==> src/rtl/hwreg_read_ctrl.sv <==
module hwreg_read_ctrl #(
  parameter int XLEN = 32
) (
  input  logic            clk,
  input  logic            rst_n,
  input  logic            release6,
  input  logic            perf_present,
  input  logic            ulr_present,
  input  logic            priv_cp0,
  input  logic            wr_en,
  input  logic [31:0]     wr_data,
  output logic [31:0]     en_mask,
  input  logic            rd_req,
  input  logic [4:0]      rd_num,
  input  logic [2:0]      rd_sel,
  input  logic [9:0]      cpu_num,
  input  logic [XLEN-1:0] synci_step,
  input  logic [XLEN-1:0] cycle_count,
  input  logic [XLEN-1:0] cycle_res,
  input  logic [XLEN-1:0] perf_ctl0,
  input  logic            xnp_flag,
  input  logic [XLEN-1:0] user_local,
  output logic            rd_valid,
  output logic            rd_trap,
  output logic [XLEN-1:0] rd_data
);

  logic [31:0]     wmask;
  logic            exists;
  logic            allowed;
  logic            bad_sel;
  logic            trap_c;
  logic [XLEN-1:0] value;

  assign wmask = {2'b0, ulr_present, 23'b0, release6, perf_present & release6, 4'hF};

  always_ff @(posedge clk) begin
    if (!rst_n)     en_mask <= '0;
    else if (wr_en) en_mask <= wr_data & wmask;
  end

  always_comb begin
    exists = 1'b0;
    value  = '0;
    case (rd_num)
      5'd0:  begin exists = 1'b1; value = XLEN'(cpu_num); end
      5'd1:  begin exists = 1'b1; value = synci_step; end
      5'd2:  begin exists = 1'b1; value = cycle_count; end
      5'd3:  begin exists = 1'b1; value = cycle_res; end
      5'd4:  begin exists = release6; value = perf_ctl0; end
      5'd5:  begin exists = release6; value = XLEN'(xnp_flag); end
      5'd29: begin exists = ulr_present; value = user_local; end
      default: ;
    endcase
  end

  assign allowed = priv_cp0 | en_mask[rd_num];
  assign bad_sel = (rd_num == 5'd4) && (rd_sel != 3'd0);
  assign trap_c  = !exists || !allowed || bad_sel;

  always_ff @(posedge clk) begin
    if (!rst_n) begin
      rd_valid <= 1'b0;
      rd_trap  <= 1'b0;
      rd_data  <= '0;
    end else begin
      rd_valid <= rd_req && !trap_c;
      rd_trap  <= rd_req && trap_c;
      rd_data  <= (rd_req && !trap_c) ? value : '0;
    end
  end


  low_bits_write_chk: assert property (@(posedge clk) disable iff (!rst_n)
    wr_en |=> en_mask[3:0] == $past(wr_data[3:0]));


  bit4_locked_chk: assert property (@(posedge clk) disable iff (!rst_n)
    (wr_en && !(perf_present && release6)) |=> !en_mask[4]);


  bit5_locked_chk: assert property (@(posedge clk) disable iff (!rst_n)
    (wr_en && !release6) |=> !en_mask[5]);


  sel_trap_chk: assert property (@(posedge clk) disable iff (!rst_n)
    (rd_req && rd_num == 5'd4 && rd_sel != 3'd0) |=> rd_trap);


  legacy_trap_chk: assert property (@(posedge clk) disable iff (!rst_n)
    (rd_req && !release6 && (rd_num == 5'd4 || rd_num == 5'd5)) |=> rd_trap);


  one_resp_chk: assert property (@(posedge clk) disable iff (!rst_n)
    rd_req |=> $countones({rd_valid, rd_trap}) == 1);


  idle_chk: assert property (@(posedge clk) disable iff (!rst_n)
    !rd_req |=> !rd_valid && !rd_trap);

endmodule

==> config.mk <==
export PLATFORM = sky130hd
export DESIGN_NAME = hwreg_read_ctrl
export DESIGN_NICKNAME = d
export VERILOG_FILES = /design/src/rtl/hwreg_read_ctrl.sv
export SDC_FILE = /design/constraint.sdc
export NUM_CORES = 1
export LEC_CHECK = 0
export CAP_MARGIN = 20
export CORE_AREA = 2 2 111 113
export DETAILED_ROUTE_END_ITERATION = 8
export DIE_AREA = 0 0 113 115
export HOLD_SLACK_MARGIN = 0.05
export MAX_ROUTING_LAYER = met4
export PLACE_DENSITY = 0.66
export SLEW_MARGIN = 20
export SYNTH_ARGS = -nofsm -noshare
export SYNTH_HDL_FRONTEND = slang
export SYNTH_SLANG_ARGS = --single-unit
==> constraint.sdc <==
create_clock -name clk -period 4.7 [get_ports clk]
set_input_delay 0.94 -clock clk [delete_from_list [all_inputs] [get_ports clk]]
set_output_delay 0.94 -clock clk [all_outputs]
set_load 0.02 [all_outputs]
---- After elaboration in Yosys (flattened, before gate mapping) ----
Cells that the tools add are included.
W data, S select, Z words.
storage, ports and cells
  flip-flop bits (word level) ............. 66
  output and inout bits ................... 66
  logic and storage cells ................. 31
cells by class
  $lt $le $gt $ge ......................... 1
  equal/unequal tests ..................... 6
  multiplexer cells ....................... 4
  bitwise logic cells ..................... 3
  reduce and logical (&&, ||, !) cells .... 13
operator list
  cell                  number
  $pmux W32 S7          1
  $and A32 B30 Y32      1
  $eq A5 B2 Y1 const B  2
  $eq A5 B3 Y1 const B  2
  $lt A5 B6 Y1 const B  1
  $bmux W1 S5           1
  $eq A5 B1 Y1 const B  1
  $eq A5 B5 Y1 const B  1
  $logic_not A5 Y1      1
  $reduce_or A4 Y1      1
  $logic_and A1 B1 Y1   3
  $logic_not A1 Y1      3
  $pmux W1 S3           1
  $reduce_bool A3 Y1    1
  $logic_or A1 B1 Y1    2
  $reduce_and A2 Y1     1
  $reduce_or A2 Y1      1
  $and A1 B1 Y1         1
  $mux W1               1
  $or A1 B1 Y1          1

---- Depth between registers and ports, before layout ----
  depth after elaboration ................. 9
  mapped depth ............................ 9
  gate-level depth less buffers ........... 5

---- Worst setup path before layout ----
Ideal clock, no wire load.
  path type ............................... input to register
  start ................................... in rd_num[0]
  end ..................................... reg rd_data[1]
  setup time .............................. 0.067 ns
  arrival ................................. 2.446 ns
  data required time ...................... 4.633 ns
  slack ................................... 2.187 ns
  stages on the path ...................... 8
  path buffers ............................ 3
  cell sequence ........................... buf_6 > mux4_2 > nand2_1 > and3_1 > or4_4 > buf_6 > buf_6 > a21oi_2
between the ends
  cells in the longest elaborated chain, start to end .. 9
  elaborated cells on any way between the ends .. 22
  those cells by class .................... 6 x eq/ne; 4 x mux; 1 x bitwise; 11 x reduce/logical
ends and longest elaborated chain
  element                                                line    source
  from (decl)                                            14      input logic [4:0] rd_num,
  $bmux W1 S5 (tied with other cells)                    57      assign allowed = priv_cp0 | en_mask[rd_num];
  $mux W1 (not written as such) (tied with other cells)  57
  $or A1 B1 Y1 or $pmux W1 S3 (tied branches)            57, 45
  $logic_not A1 Y1                                       59      assign trap_c = !exists || !allowed || bad_sel;
  $logic_or A1 B1 Y1 (2 in series)                       59
  $logic_not A1 Y1                                       69      rd_data <= (rd_req && !trap_c) ? value : '0;
  $logic_and A1 B1 Y1                                    69
  $reduce_and A2 Y1 (no line)                            n/a
  to (signal assigned)                                   69
  to (decl)                                              25      output logic [XLEN-1:0] rd_data
Several ways; a longest one is shown, not always the timed one. The select of a mux whose other input is x is not followed.
A chain may end at the register's enable or synchronous reset.

---- Worst setup path after layout ----
  start ................................... in rd_num[0]
  end ..................................... reg rd_data[10]
Same word-level chain as after synthesis.

==> report_table.html <==
<table>
<tr><th>Metric</th><th>Value</th></tr>
<tr><th colspan="2">Run status</th></tr>
<tr><td>Result of the run</td><td>finished, violations left</td></tr>
<tr><td>Failing checks</td><td>design-rule violations</td></tr>
<tr><th colspan="2">Route</th></tr>
<tr><td>Number of design-rule violations left by the first detailed-router iteration</td><td>317</td></tr>
<tr><td>Detailed-route wire length per cell</td><td>approximately 18 um</td></tr>
<tr><td>Total length of routed wires</td><td>11050 um</td></tr>
<tr><td>Routed vias</td><td>just under 3000</td></tr>
<tr><td>DRC errors left</td><td>20</td></tr>
<tr><td>Pre-antenna DRT Iters</td><td>9</td></tr>
<tr><td>Routed vias/inst</td><td>4.770</td></tr>
<tr><td>Antenna-violating nets left</td><td>0</td></tr>
<tr><th colspan="2">Layout</th></tr>
<tr><td>Number of diodes added for antenna fixing</td><td>0</td></tr>
<tr><td>Post-layout net count</td><td>676</td></tr>
<tr><td>Syn-to-layout area delta</td><td>107.3%</td></tr>
<tr><td>Ratio of cells with drive above 1 in the final layout</td><td>11.16%</td></tr>
<tr><th colspan="2">CTS</th></tr>
<tr><td>Number of clock sinks seen by CTS</td><td>41</td></tr>
<tr><td>Total CTS buffers</td><td>5</td></tr>
<tr><td>Number of buffers inserted for hold repair after clock tree synthesis</td><td>0</td></tr>
<tr><td>Clk slew on worst S/H paths</td><td>about 60 ps</td></tr>
<tr><td>Root buf cell</td><td>clkbuf_16</td></tr>
<tr><td>Post-CTS setup buffer count</td><td>0</td></tr>
<tr><td>Depth of the CTS H-tree</td><td>2</td></tr>
<tr><td>Number of gates resized after cts</td><td>0</td></tr>
<tr><td>Insertion delay of the later-clocked pin in the worst-skew pair</td><td>280 ps</td></tr>
<tr><td>TritonCTS clock tree</td><td>built</td></tr>
<tr><td>Clock buffer depth</td><td>2</td></tr>
<tr><th colspan="2">STA</th></tr>
<tr><td>Slew margin rel.</td><td>a little under a third</td></tr>
<tr><td>Total of endpoints with negative setup slack in the final report</td><td>0</td></tr>
<tr><td>Largest clock skew in the final design</td><td>6.061 ps</td></tr>
<tr><td>Max-slew violations</td><td>0</td></tr>
<tr><td>Count of final hold-check violations</td><td>0</td></tr>
<tr><td>Highest Clock Rate</td><td>about 330 MHz</td></tr>
<tr><td>Actual slew at the worst max-slew pin</td><td>1043 ps</td></tr>
<tr><td>Unrepaired setup endpoints after global routing</td><td>no</td></tr>
<tr><td>Period utilization</td><td>between 60% and 70%</td></tr>
<tr><td>Fin Hold WS</td><td>approximately 490 ps</td></tr>
<tr><td>Post-route setup TNS</td><td>0 ps</td></tr>
<tr><td>Time the final worst path needs with I/O delays and setup</td><td>3041 ps</td></tr>
<tr><th colspan="2">Hold path</th></tr>
<tr><td>Worst Hold Path EP</td><td>en_mask[5]</td></tr>
<tr><td>Worst hold path type</td><td>reg2reg</td></tr>
<tr><td>Hold path startpoint</td><td>en_mask[5]</td></tr>
<tr><td>Cell depth of the worst min-delay path</td><td>2</td></tr>
<tr><th colspan="2">Pwr</th></tr>
<tr><td>PwrDens</td><td>just over 200 nW/um^2</td></tr>
<tr><td>Reported leakage power</td><td>0.001643 uW</td></tr>
<tr><td>Max rail drop VDD</td><td>0.1264 mV</td></tr>
<tr><th colspan="2">GRT</th></tr>
<tr><td>Met3 usage in global routing</td><td>4.481%</td></tr>
<tr><td>Global-route wire length before repair</td><td>15980 um</td></tr>
<tr><td>Fraction of met1 tracks used by global routing</td><td>~18%</td></tr>
<tr><td>GRT Residual Overflow</td><td>0</td></tr>
<tr><td>Vias in the first global route</td><td>2927</td></tr>
<tr><td>Most Used Layer, Global Route</td><td>met2</td></tr>
<tr><td>Number of antenna violations at the first check in global routing</td><td>0</td></tr>
<tr><td>All-Layer GR Usage</td><td>16.36%</td></tr>
<tr><td>Pin count of the biggest net entering global routing</td><td>34</td></tr>
<tr><td>Met2 demand-to-capacity share in global routing</td><td>roughly 29%</td></tr>
<tr><th colspan="2">Critical path</th></tr>
<tr><td>Worst setup slack for register-to-register paths</td><td>roughly 2700 ps</td></tr>
<tr><td>Kind of cell adding the most delay to the critical path</td><td>simple AND/OR/NAND/NOR gates</td></tr>
<tr><td>Cell chain of the critical path</td><td>clkdlybuf4s50_1 -&gt; mux4_2 -&gt; nand2_1 -&gt; and3_1 -&gt; or4_4 -&gt; a21oi_2</td></tr>
<tr><td>Crit-path max cell delay</td><td>820 ps</td></tr>
<tr><td>CP max-delay cell</td><td>or4_4</td></tr>
<tr><td>Worst-path fanout max</td><td>33</td></tr>
<tr><td>Crit path DAT</td><td>3250 ps</td></tr>
<tr><td>Setup CP Type</td><td>in2reg</td></tr>
<tr><td>Endpoint of the most critical register-to-register path</td><td>rd_data[10]</td></tr>
<tr><td>Worst Path Required</td><td>4910 ps</td></tr>
<tr><td>Setup crit start kind</td><td>input pin</td></tr>
<tr><td>Startpoint of the lowest-slack register-to-register path</td><td>en_mask[3]</td></tr>
<tr><td>Setup crit end kind</td><td>flip-flop</td></tr>
<tr><td>Register-to-Register Path Depth</td><td>5</td></tr>
<tr><td>Worst Path Buf+Inv</td><td>1</td></tr>
<tr><th colspan="2">Synth</th></tr>
<tr><td>Dominant cells by area after synthesis</td><td>dfxtp_1 (35%), a222oi_1 (17%), a21oi_2 (11%)</td></tr>
<tr><td>Number of warnings reported in the yosys synthesis log</td><td>0</td></tr>
<tr><td>Cell taking the most area after synthesis</td><td>dfxtp_1</td></tr>
<tr><td>Sequential cell area fraction in the yosys report</td><td>about a third</td></tr>
<tr><td>Number of distinct library cells after synthesis</td><td>33</td></tr>
<tr><td>Yosys reg bits</td><td>41</td></tr>
<tr><td>Mapped Area</td><td>2335 um^2</td></tr>
<tr><td>Post-synthesis cell count</td><td>237</td></tr>
<tr><td>Area share of the largest cell type after synthesis</td><td>35.16%</td></tr>
<tr><td>Avg Synthesized Cell Area</td><td>9.851 um^2</td></tr>
<tr><th colspan="2">Placed design</th></tr>
<tr><td>Number of buffer cells added on primary ports</td><td>between 200 and 250</td></tr>
<tr><td>Gpl congestion</td><td>about 0.85</td></tr>
<tr><td>Half-perimeter wire length after placement</td><td>8809 um</td></tr>
<tr><th colspan="2">Floorplan</th></tr>
<tr><td>IO Count</td><td>285</td></tr>
<tr><td>Die Y-Extent</td><td>115 um</td></tr>
<tr><td>Row count</td><td>40</td></tr>
<tr><td>Core Region</td><td>11810 um^2</td></tr>
<tr><td>Total Die Area</td><td>13000 um^2</td></tr>
<tr><td>Starting utilization of the core area</td><td>19.77%</td></tr>
<tr><td>Horizontal die dimension</td><td>113 um</td></tr>
<tr><th colspan="2">Flow run</th></tr>
<tr><td>Number of violations of the max-capacitance limit</td><td>0</td></tr>
</table>
==> stage by stage <==
| stage | utilization (%) | std cells | setup WS [ps] | instance area, um^2 | total power [uW] |
|---|---|---|---|---|---|
| after floorplan | - | 261 | 2187 | 2425 | 440.3 |
| after global placement | 39.62 | 597 | 1343 | 4679 | 604.1 |
| after detailed placement | 39.62 | 597 | 1323 | 4679 | 606.7 |
| after CTS | 40.97 | 604 | 1619 | 4840 | 1005 |
| after global routing | 40.97 | 604 | 1468 | 4840 | 1029 |
| final | 40.97 | 604 | 1659 | 4840 | 990.5 |
==> registers in the layout, indices dropped and copies added, names as in the netlist <==
register	cells
rd_data	32
en_mask	7
rd_trap	1
rd_valid	1
==> worst max-delay path by stage <==
| stage | cells past startpoint | slack [ps] | to | startpoint |
|---|---|---|---|---|
| global placement | 6 | 1340 | rd_data[4] | rd_num[0] |
| CTS | 6 | 1620 | rd_data[4] | rd_num[0] |
| floorplan | 8 | 2190 | rd_data[1] | rd_num[0] |
| finish | 6 | 1660 | rd_data[10] | rd_num[0] |
| global route | 6 | 1470 | rd_data[6] | rd_num[0] |
| detailed placement | 6 | 1320 | rd_data[4] | rd_num[0] |
==> tightest hold or removal path: cells and delay by family, from the launching register on <==
family / cells / cell delay [ps]
flops: 1 / 320
simple gates: 1 / 60
compound gates: 1 / 70
==> power by group <==
part / internal [uW] / switching (uW) / total, uW
clock network: 247 / 145 / 392
registers: 351 / 2.50 / 354
logic: 166 / 79.0 / 245
==> area by class of cell <==
type | count | area (um^2)
clock buffers | 5 | 125.1
clock inverters | 2 | 35.03
fillers | 1182 | 6972
inverters | 3 | 11.26
multi-input cells | 166 | 1276
flip-flops and latches | 41 | 820.8
well taps | 147 | 183.9
repair buffers | 240 | 2387
==> layout by cell type (no fill, tap or decap), types with 2 or more instances in the layout <==
master	synthesis	routed
clkdlybuf4s50_1	0	234
dfxtp_1	41	41
a222oi_1	40	40
a21oi_2	28	28
conb_1	1	25
a22oi_1	24	24
and3_1	6	6
buf_4	25	6
clkbuf_16	0	5
nand3_1	4	4
a21oi_1	4	4
mux2i_1	4	4
nor2b_1	4	4
nand2_1	3	3
nand2b_1	3	3
a21boi_0	3	3
inv_1	2	2
nor2_1	3	2
nor2_2	1	2
mux4_2	2	2
o21ai_0	2	2
==> routing by layer <==
metal	wire, um	up-vias
met5	0	-
met4	190	0
met3	1068	14
met2	5612	171
met1	4181	1343
li1	-	1353
==> Yosys cell counts <==
cell and count:
dfxtp_1 41, a222oi_1 40, a21oi_2 28, buf_4 25
a22oi_1 24, clkbuf_1 20, and3_1 6, buf_6 5
a21oi_1 4, mux2i_1 4, nand3_1 4, nor2b_1 4
a21boi_0 3, nand2_1 3, nand2b_1 3, nor2_1 3
inv_1 2, mux4_2 2, o21ai_0 2, a31oi_1 1
and2_1 1, buf_2 1, conb_1 1, inv_2 1
mux2_2 1, nand4_1 1, nor2_2 1, nor2b_2 1
nor3_1 1, nor3_2 1, nor3b_1 1, o31a_1 1
or4_4 1
==> cells by family (layout without fill, tap and decap cells) <==
kind of cell           Yosys count  in the layout  share of synthesized area, %
flip-flops                      41             41                         35.16
multiplexers                     7              7                         4.126
other                            1             25                        0.1606
buffers and inverters           54            250                         14.36
AND/OR/NAND/NOR                 31             31                         7.932
AO/OA/AOI/OAI                  103            103                         38.26
Note: power is estimated with default switching activity, not from simulation.
